===== src/rtl/qspi_rd_pkg.sv =====
package qspi_rd_pkg;
  localparam logic [7:0] OP_READ_X1 = 8'h0B;
  localparam logic [7:0] OP_READ_X2 = 8'h3B;
  localparam logic [7:0] OP_READ_X4 = 8'h6B;

  typedef enum logic [2:0] {
    PH_CMD    = 3'd0,
    PH_ADDR   = 3'd1,
    PH_DUMMY  = 3'd2,
    PH_DATA   = 3'd3,
    PH_IGNORE = 3'd4
  } phase_t;

  typedef enum logic [1:0] {
    LANE_1 = 2'd0,
    LANE_2 = 2'd1,
    LANE_4 = 2'd2
  } lane_t;
endpackage


===== src/rtl/qspi_pin_sync.sv =====
module qspi_pin_sync #(
  parameter int WIDTH = 1,
  parameter int STAGES = 2,
  parameter logic [WIDTH-1:0] RST_VAL = '0
) (
  input  logic             clk,
  input  logic             rst_n,
  input  logic [WIDTH-1:0] d,
  output logic [WIDTH-1:0] q
);
  logic [WIDTH-1:0] chain [STAGES];

  genvar s;
  generate
    for (s = 0; s < STAGES; s++) begin : g_stage
      always_ff @(posedge clk or negedge rst_n) begin
        if (!rst_n) chain[s] <= RST_VAL;
        else if (s == 0) chain[s] <= d;
        else chain[s] <= chain[(s == 0) ? 0 : s - 1];
      end
    end
  endgenerate

  assign q = chain[STAGES-1];
endmodule


===== src/rtl/qspi_rd_rom.sv =====
module qspi_rd_rom #(
  parameter int ROM_DEPTH = 32,
  parameter int ROM_MUL = 29,
  parameter int ROM_ADD = 60,
  localparam int AW = $clog2(ROM_DEPTH)
) (
  input  logic [AW-1:0] addr,
  output logic [7:0]    data
);
  logic [7:0] mem [ROM_DEPTH];

  genvar i;
  generate
    for (i = 0; i < ROM_DEPTH; i++) begin : g_byte
      assign mem[i] = 8'((i * ROM_MUL + ROM_ADD) % 256);
    end
  endgenerate

  assign data = mem[addr];
endmodule


===== src/rtl/qspi_rd_shifter.sv =====
module qspi_rd_shifter
  import qspi_rd_pkg::*;
#(
  parameter int AW = 5
) (
  input  logic          clk,
  input  logic          rst_n,
  input  logic          clear,
  input  logic          data_en,
  input  logic          fall,
  input  lane_t         lane,
  input  logic [AW-1:0] start_addr,
  input  logic [7:0]    rom_data,
  output logic [AW-1:0] rom_addr,
  output logic [3:0]    io_out,
  output logic [3:0]    io_oe
);
  logic          started;
  logic [7:0]    shreg;
  logic [2:0]    unit_cnt;
  logic [AW-1:0] addr;

  logic [2:0] last_unit;
  logic [7:0] shifted;
  logic [3:0] pins;
  logic [3:0] oe_pat;

  always_comb begin
    case (lane)
      LANE_1: begin
        last_unit = 3'd7;
        shifted   = {shreg[6:0], 1'b0};
        pins      = {2'b00, shreg[7], 1'b0};
        oe_pat    = 4'b0010;
      end
      LANE_2: begin
        last_unit = 3'd3;
        shifted   = {shreg[5:0], 2'b00};
        pins      = {2'b00, shreg[7:6]};
        oe_pat    = 4'b0011;
      end
      default: begin
        last_unit = 3'd1;
        shifted   = {shreg[3:0], 4'b0000};
        pins      = shreg[7:4];
        oe_pat    = 4'b1111;
      end
    endcase
  end

  assign rom_addr = started ? AW'(addr + 1'b1) : start_addr;
  assign io_out   = started ? pins : 4'b0000;
  assign io_oe    = started ? oe_pat : 4'b0000;

  always_ff @(posedge clk or negedge rst_n) begin
    if (!rst_n) begin
      started  <= 1'b0;
      shreg    <= '0;
      unit_cnt <= '0;
      addr     <= '0;
    end else if (clear) begin
      started  <= 1'b0;
      unit_cnt <= '0;
    end else if (fall && data_en) begin
      if (!started) begin
        started  <= 1'b1;
        shreg    <= rom_data;
        addr     <= start_addr;
        unit_cnt <= '0;
      end else if (unit_cnt == last_unit) begin
        shreg    <= rom_data;
        addr     <= rom_addr;
        unit_cnt <= '0;
      end else begin
        shreg    <= shifted;
        unit_cnt <= unit_cnt + 3'd1;
      end
    end
  end


  lane_set_chk: assert property (@(posedge clk) disable iff (!rst_n)
    (io_oe == 4'b0000) || (io_oe == 4'b0010) || (io_oe == 4'b0011) || (io_oe == 4'b1111));


  out_stable_chk: assert property (@(posedge clk) disable iff (!rst_n)
    (!fall && !clear) |=> ($stable(io_out) && $stable(io_oe)));


  release_chk: assert property (@(posedge clk) disable iff (!rst_n)
    clear |=> (io_oe == 4'b0000));
endmodule


===== src/rtl/qspi_read_responder.sv =====
module qspi_read_responder
  import qspi_rd_pkg::*;
#(
  parameter int ROM_DEPTH = 32,
  parameter int ROM_MUL = 29,
  parameter int ROM_ADD = 60,
  parameter int ADDR_BITS = 24,
  parameter int DUMMY_X1 = 8,
  parameter int DUMMY_WIDE = 4
) (
  input  logic       clk,
  input  logic       rst_n,
  input  logic       sck,
  input  logic       cs_n,
  input  logic       io0_in,
  output logic [3:0] io_out,
  output logic [3:0] io_oe
);
  localparam int AW = $clog2(ROM_DEPTH);
  localparam int CW = $clog2(ADDR_BITS);

  logic [2:0] pins_s;
  logic sck_s, cs_hi, io0_s, sck_q;
  logic rise, fall;

  qspi_pin_sync #(.WIDTH(3), .STAGES(2), .RST_VAL(3'b010)) u_sync (
    .clk(clk), .rst_n(rst_n), .d({io0_in, cs_n, sck}), .q(pins_s)
  );
  assign {io0_s, cs_hi, sck_s} = pins_s;

  always_ff @(posedge clk or negedge rst_n) begin
    if (!rst_n) sck_q <= 1'b0;
    else sck_q <= sck_s;
  end
  assign rise = sck_s & ~sck_q & ~cs_hi;
  assign fall = ~sck_s & sck_q & ~cs_hi;

  phase_t        phase;
  lane_t         lane;
  logic [CW-1:0] bit_cnt;
  logic [CW-1:0] dummy_last;
  logic [6:0]    cmd_sr;
  logic [AW-1:0] addr_sr;
  logic [7:0]    opcode;

  assign opcode = {cmd_sr, io0_s};

  always_ff @(posedge clk or negedge rst_n) begin
    if (!rst_n) begin
      phase      <= PH_CMD;
      lane       <= LANE_1;
      bit_cnt    <= '0;
      dummy_last <= '0;
      cmd_sr     <= '0;
      addr_sr    <= '0;
    end else if (cs_hi) begin
      phase   <= PH_CMD;
      bit_cnt <= '0;
    end else if (rise) begin
      case (phase)
        PH_CMD: begin
          cmd_sr <= opcode[6:0];
          if (bit_cnt == CW'(7)) begin
            bit_cnt <= '0;
            phase   <= PH_ADDR;
            case (opcode)
              OP_READ_X1: begin lane <= LANE_1; dummy_last <= CW'(DUMMY_X1 - 1); end
              OP_READ_X2: begin lane <= LANE_2; dummy_last <= CW'(DUMMY_WIDE - 1); end
              OP_READ_X4: begin lane <= LANE_4; dummy_last <= CW'(DUMMY_WIDE - 1); end
              default:    phase <= PH_IGNORE;
            endcase
          end else begin
            bit_cnt <= bit_cnt + 1'b1;
          end
        end
        PH_ADDR: begin
          addr_sr <= {addr_sr[AW-2:0], io0_s};
          if (bit_cnt == CW'(ADDR_BITS - 1)) begin
            bit_cnt <= '0;
            phase   <= PH_DUMMY;
          end else begin
            bit_cnt <= bit_cnt + 1'b1;
          end
        end
        PH_DUMMY: begin
          if (bit_cnt == dummy_last) phase <= PH_DATA;
          else bit_cnt <= bit_cnt + 1'b1;
        end
        default: phase <= phase;
      endcase
    end
  end

  logic [AW-1:0] rom_addr;
  logic [7:0]    rom_data;

  qspi_rd_rom #(.ROM_DEPTH(ROM_DEPTH), .ROM_MUL(ROM_MUL), .ROM_ADD(ROM_ADD)) u_rom (
    .addr(rom_addr), .data(rom_data)
  );

  qspi_rd_shifter #(.AW(AW)) u_shift (
    .clk(clk), .rst_n(rst_n), .clear(cs_hi), .data_en(phase == PH_DATA),
    .fall(fall), .lane(lane), .start_addr(addr_sr), .rom_data(rom_data),
    .rom_addr(rom_addr), .io_out(io_out), .io_oe(io_oe)
  );


  no_early_drive_chk: assert property (@(posedge clk) disable iff (!rst_n)
    (phase != PH_DATA) |-> (io_oe == 4'b0000));


  ignore_hold_chk: assert property (@(posedge clk) disable iff (!rst_n)
    (phase == PH_IGNORE && !cs_hi) |=> (phase == PH_IGNORE));
endmodule


===== config.mk =====
export PLATFORM = sky130hd
export DESIGN_NAME = qspi_read_responder
export DESIGN_NICKNAME = d
export VERILOG_FILES = /design/src/rtl/qspi_rd_pkg.sv /design/src/rtl/qspi_pin_sync.sv /design/src/rtl/qspi_rd_rom.sv /design/src/rtl/qspi_rd_shifter.sv /design/src/rtl/qspi_read_responder.sv
export SDC_FILE = /design/constraint.sdc
export NUM_CORES = 1
export LEC_CHECK = 0
export ABC_AREA = 1
export CORE_ASPECT_RATIO = 1.2
export CORE_MARGIN = 3
export CORE_UTILIZATION = 35
export DETAILED_ROUTE_END_ITERATION = 10
export DONT_BUFFER_PORTS = 1
export PLACE_DENSITY = 0.5
export SETUP_SLACK_MARGIN = 0.3
export SLEW_MARGIN = 0
export SYNTH_ARGS = -nofsm -noshare
export SYNTH_HDL_FRONTEND = slang
export SYNTH_SLANG_ARGS = --single-unit

===== constraint.sdc =====
create_clock -name clk -period 1.91 [get_ports clk]
set_input_delay 0.191 -clock clk [delete_from_list [all_inputs] [get_ports clk]]
set_output_delay 0.191 -clock clk [all_outputs]
set_load 0.05 [all_outputs]

Word level (Yosys, flattened, before mapping) --
Memories as Yosys holds them, arrays and structs flattened. Cells that the tools add are included.
Operators by class: add/sub/neg operators 3, magnitude comparators 1, equal/unequal tests 16, muxes and demuxes 34, bitwise operators 8, reductions and logical operators 18
Operator list (count):
- two-way mux 5 bit | 8
- two-way mux 8 bit | 4
- two-way mux 3 bit | 10
- case mux 4 bit (2 select lines) | 2
- case mux 8 bit (2 select lines) | 1
- case mux 5 bit (3 select lines) | 1
- AND reduction 5 bit | 3
- inequality test 3 x 2 -> 1 bit, second input constant | 4
- AND reduction 3 bit | 4
- adder 5 x 1 -> 5 bit, second input constant | 2
- case mux 5 bit (2 select lines) | 1
- case mux 3 bit (3 select lines) | 1
- equality test 8 x 4 -> 1 bit, second input constant | 1
- equality test 8 x 6 -> 1 bit, second input constant | 1
- equality test 8 x 7 -> 1 bit, second input constant | 1
- two-way mux 4 bit | 2
- equality test 3 x 2 -> 1 bit, second input constant | 2
- >= comparator 6 bit, second input constant | 1
- NOT 5 -> 6 bit | 1
- case mux 2 bit (3 select lines) | 1
- case mux 3 bit (2 select lines) | 1
- nonzero test 2 bit | 3
- equality test 5 x 3 -> 1 bit, second input constant | 1
- equality test 5 bit | 1
- other kinds (17) | 23
Storage, ports and cells: register bits after elaboration 51, bits in read-only memories 256, bits of input ports 5, output and inout bits 8, word-level logic and storage cells 94, memories kept 1
Memories:
- (no name shown) | depth 32, width 8, rd ports 1, clocked after Yosys merged registers in 0, write ports 0, line qspi_rd_rom.sv:19 | assign data = mem[addr];

Longest topological paths before layout --
depth in word-level cells 8, mapped depth 14, mapped depth without buffers 13

Modules after synthesis --
From an unflattened synthesis, not the netlist that was laid out.
Unflattened totals: cell total of the unflattened synthesis 431, area, all modules 3066.7 um2
Modules (own cells, without submodules):
- qspi_read_responder | times used 1, cells each 174, area each 1347.5 um2, sequential area each 625.6 um2
- qspi_rd_shifter | times used 1, cells each 178, area each 1174.9 um2, sequential area each 425.4 um2
- qspi_rd_rom | times used 1, cells each 70, area each 369.1 um2, sequential area each 0.0 um2
- qspi_pin_sync | times used 1, cells each 9, area each 175.2 um2, sequential area each 152.6 um2

Worst setup path after synthesis --
Ideal clock, no wire load.
path kind register -> output, start reg lane[1], end out io_out[0], arrival time 1.991 ns, data required time 1.719 ns, setup slack -0.272 ns, stages on the path, launching flop included 5, path buffers 1, path through dfrtp_1 buf_6 inv_1 nand2_1 o32ai_1
Between the ends: cells in the longest elaborated chain, start to end 3, elaborated cells between the ends (all ways) 4, those cells by class eq/ne (1); mux (2); reduce/logical (1)
RTL lines:
- from (decl) | line qspi_read_responder.sv:39 | lane_t lane;
- from (signal assigned) | line qspi_read_responder.sv:51 | lane <= LANE_1;
- from (signal assigned) | line qspi_read_responder.sv:67 | OP_READ_X1: begin lane <= LANE_1; dummy_last <= CW'(DUMMY_X1 - 1); end
- from (signal assigned) | line qspi_read_responder.sv:68 | OP_READ_X2: begin lane <= LANE_2; dummy_last <= CW'(DUMMY_WIDE - 1); end
- equality test 2 x 1 -> 1 bit or logical NOT 2 bit (tied branches) | line qspi_rd_shifter.sv:29 | case (lane)
- case mux 4 bit (2 select lines) (*) | line qspi_rd_shifter.sv:29
- two-way mux 4 bit (*) | line qspi_rd_shifter.sv:52 | assign io_out = started ? pins : 4'b0000;
- to (decl) | line qspi_read_responder.sv:16 | output logic [3:0] io_out,
Mark *: on every way between the ends. The rest lies on a longest branch, timed or not.

Final worst setup path --
start reg u_shift.addr[0], end reg u_shift.shreg[6]
Between the ends: cells in the longest elaborated chain, start to end 8
RTL lines:
- from (decl) | line qspi_rd_shifter.sv:21 | logic [AW-1:0] addr;
- from (signal assigned) | line qspi_rd_shifter.sv:68 | addr <= start_addr;
- from (signal assigned) | line qspi_rd_shifter.sv:72 | addr <= rom_addr;
- adder 5 x 1 -> 5 bit (*) | line qspi_rd_shifter.sv:51 | assign rom_addr = started ? AW'(addr + 1'b1) : start_addr;
- two-way mux 5 bit (*) | line qspi_rd_shifter.sv:51
- NOT 5 -> 6 bit (implied by the code) (*) | line qspi_rd_rom.sv:19
- memory read (32 x 8 bit) (*)
- two-way mux 8 bit (implied by the code) (*) (2 in a row) | line qspi_rd_rom.sv:19
- two-way mux 8 bit | line qspi_rd_shifter.sv:70 | end else if (unit_cnt == last_unit) begin
- two-way mux 8 bit (*) | line qspi_rd_shifter.sv:65 | if (!started) begin
- to (signal assigned) | line qspi_rd_shifter.sv:67 | shreg <= rom_data;
- to (signal assigned) | line qspi_rd_shifter.sv:71 | shreg <= rom_data;
- to (signal assigned) | line qspi_rd_shifter.sv:75 | shreg <= shifted;
- to (decl) | line qspi_rd_shifter.sv:19 | logic [7:0] shreg;
Mark *: on every way between the ends. The rest lies on a longest branch, timed or not. The select of a mux whose other input is x is not followed. A chain may end at the register's enable or synchronous reset.

==> results.toml <==
[floorplan]
die_area_mm2 = 0.00942
start_util_pct = 36.8
die_w_um = 89.1
core-area_mm2 = 0.00788
row_count = 35
die_h_um = 106
num_io_pins = 13

[sta]
tightest_slew_ns = 0.350
setup_viol_count_final = 0
tns_ns = 0
setup_ws_ns = 0.115
rsz0062_at_grt = "true"
max-slew-margin-rel_pct = 76.6
fin_crit_ns = 1.79
max_freq_ghz = 0.557
slew_viol_final = 0
final.period_utilization_pct = 94.0
hold_viol_final = 0
clock_skew_ns = 0.00702

[routing]
wl_per_cell_um = 13.4
route.detailed.drc = 0
vias = 2614
drtIter0Drc = 122
dr.pass1.iters = 4
viasPerCell = 4.99
postRouteAntennaNets = 0
wl_um = 7050

[yosys]
yosys_warnings = 0
syn_avg_cell_area_um2 = 7.31
ys_seq_elements = 48
synth_most_common_cell = "nand2_1"
synth.top_cell.area_share_pct = 39.7
synth_area_leader_cell = "dfrtp_1"
synth_nets = 411
yosys-top-cells-area = "dfrtp_1 (40%), nand2_1 (16%), inv_1 (7.1%)"
synthFlopType = "dfrtp_1"
ys_types = 32
yosys-top-cells-count = "nand2_1 (126), inv_1 (55), dfrtp_1 (46)"
synth-seq-area-share_pct = 41.5
synthArstFlopShare_pct = 100
syn_area_mm2 = 0.00290
synthCells = 397
synth_edf_count = 0

[power_and_ir_drop]
power_density_mw_per_mm2 = 539
leakage_nw = 1.79
vdd_drop_max_mv = 0.305
total_power_mw = 2.01

[grt]
grt_pass1_vias = 2488
grt_pass1_wl_um = 12000
top_usage_layer = "met2"
grt_usage_pct = 16.0
gr-usage-met2_pct = 27.2
grt_max_degree = 49
antenna_found_initial = 0
grt_overflow = 0
use_met3_pct = 2.35
met1_usage_pct = 21.0

[clock_network]
clock_latency_ns = 0.30
clock-root-buffer = "clkbuf_8"
ctsLongestPathBuffers = 2
clock_sinks = 48
htree_levels = 2
cts_tree = "yes"
cts-buffers-inserted = 5
clk_pin_slew_ns = 0.10

[finish]
synthToLayoutAreaGrowth_pct = 28.2
diodes = 0
fillers = 786
nets = 445
post-route-util_pct = 47.2
fin_area_mm2 = 0.00372
drive_gt1_share_pct = 25.7

[run_status]
outcome = "completed"

[worst_setup_path]
cp_max_fo = 3
cp-start-kind = "flop"
endpoint_kind = "flop"
cp.required_ns = 2.11
path_class = "flop to flop"
arrival_ns = 2.00

[placement]
placed_area_mm2 = 0.00309
port_buffers = 0
hpwlAfterDp_um = 4780
place.gp.congestion = 0.839
pre_cts_slack_ns = 0.0357

[min_path]
hp-class = "flop to flop"

[flow_run]
drv_cap = 0
[layout by cell type (no fill, tap or decap), types with 2 or more instances in the layout]
cell and n:
inv_1 46, nor2_2 6, buf_12 3, nand2_2 7, nand3_2 10, dlygate4sd3_1 4, clkbuf_8 5, nand3_1 30
inv_4 2, a21oi_1 6, buf_4 19, nand2_1 118, a21oi_2 3, o21ai_0 23, inv_2 8, buf_6 10
nor2_1 15, o21ai_4 4, o21ai_2 4, o211ai_1 2, ha_1 2, dfrtp_2 3, clkinv_4 2, ha_4 4
dfrtp_1 43, nand4_1 9, nand2_4 3, dfstp_2 2, o21ai_1 10, o22ai_1 6, ha_2 3
[worst max-delay path, stage by stage (launching register included)]
cell	delay [ns]
dfrtp_1	0.42
ha_4	0.26
o21ai_4	0.17
ha_4	0.23
nand3b_1	0.19
nand2_1	0.10
nand2_1	0.06
nand3_2	0.08
nand3_2	0.08
nand2_1	0.06
nand2_1	0.04
[final timing paths]
| check | startpoint | end | slack (ns) | cells past startpoint |
|---|---|---|---|---|
| max | u_shift.addr[0]$_DFFE_PN0P_ | u_shift.shreg[6]$_DFFE_PN0P_ | 0.12 | 10 |
| min reg2reg | u_sync.chain[5]$_DFF_PN0_ | u_sync.q[2]$_DFF_PN0_ | 0.36 | 0 |
| min | u_sync.chain[5]$_DFF_PN0_ | u_sync.q[2]$_DFF_PN0_ | 0.36 | 0 |
| min in group asynchronous | rst_n | u_shift.shreg[3]$_DFFE_PN0P_ | 0.45 | 2 |
| max reg2reg | u_shift.addr[0]$_DFFE_PN0P_ | u_shift.shreg[6]$_DFFE_PN0P_ | 0.12 | 10 |
| max in group asynchronous | rst_n | u_sync.q[1]$_DFF_PN1_ | 1.19 | 2 |
[registers in the layout, indices dropped and copies added, names as in the netlist]
register and count:
u_shift.shreg 8, cmd_sr 7, addr_sr 5, bit_cnt 5, u_shift.addr 5, phase 3
u_shift.unit_cnt 3, u_sync.chain 3, u_sync.q 3, dummy_last 2, lane 2, sck_q 1
u_shift.started 1
[metrics by stage]
step / cells / hold slack [ns]
2_1_floorplan: 397 / -0.105
3_3_place_gp: 495 / -0.103
3_5_place_dp: 495 / -0.103
4_1_cts: 517 / 0.356
5_1_grt: 524 / 0.380
6_report: 524 / 0.356
[cell type report]
type / count / area [µm²] / share of cell area [%]
well taps: 92 / 115 / 3.09
clock buffers: 5 / 68.8 / 1.85
repair buffers: 37 / 383 / 10.3
clock inverters: 3 / 47.5 / 1.28
flip-flops and latches: 48 / 1210 / 32.4
inverters: 57 / 223 / 5.99
multi-input cells: 282 / 1680 / 45.1
[routing by layer]
layer	part of all wire (%)	up-vias
met2	53	29
met5	0	-
met3	1.8	2
met4	0.47	0
met1	45	1233
li1	-	1350
[logic make-up (layout without fill, tap and decap cells)]
| kind of cell | after synthesis | count (layout) | synth area share, % |
|---|---|---|---|
| adder cells (fa/ha/maj) | 9 | 9 | 3.88 |
| buffers and inverters | 67 | 102 | 10.3 |
| XOR/XNOR | 2 | 2 | 0.863 |
| AO/OA/AOI/OAI | 61 | 61 | 11.3 |
| AND/OR/NAND/NOR | 210 | 210 | 32.2 |
| flip-flops | 48 | 48 | 41.5 |
[power by group]
group	switching, mW	internal, mW
registers	0.0353	1.06
clock network	0.369	0.395
logic	0.0925	0.0518
total	0.497	1.51
[repair_timing]
action | CTS | global route
buffers inserted | 9 | 7
hold buffers | 5 | 0
hold endpoints to repair | 51 | 0
setup endpoints to repair | 25 | 37
pin swaps | 13 | 21
gates resized for setup | 29 | 59
(Power assumes the default switching activity.)
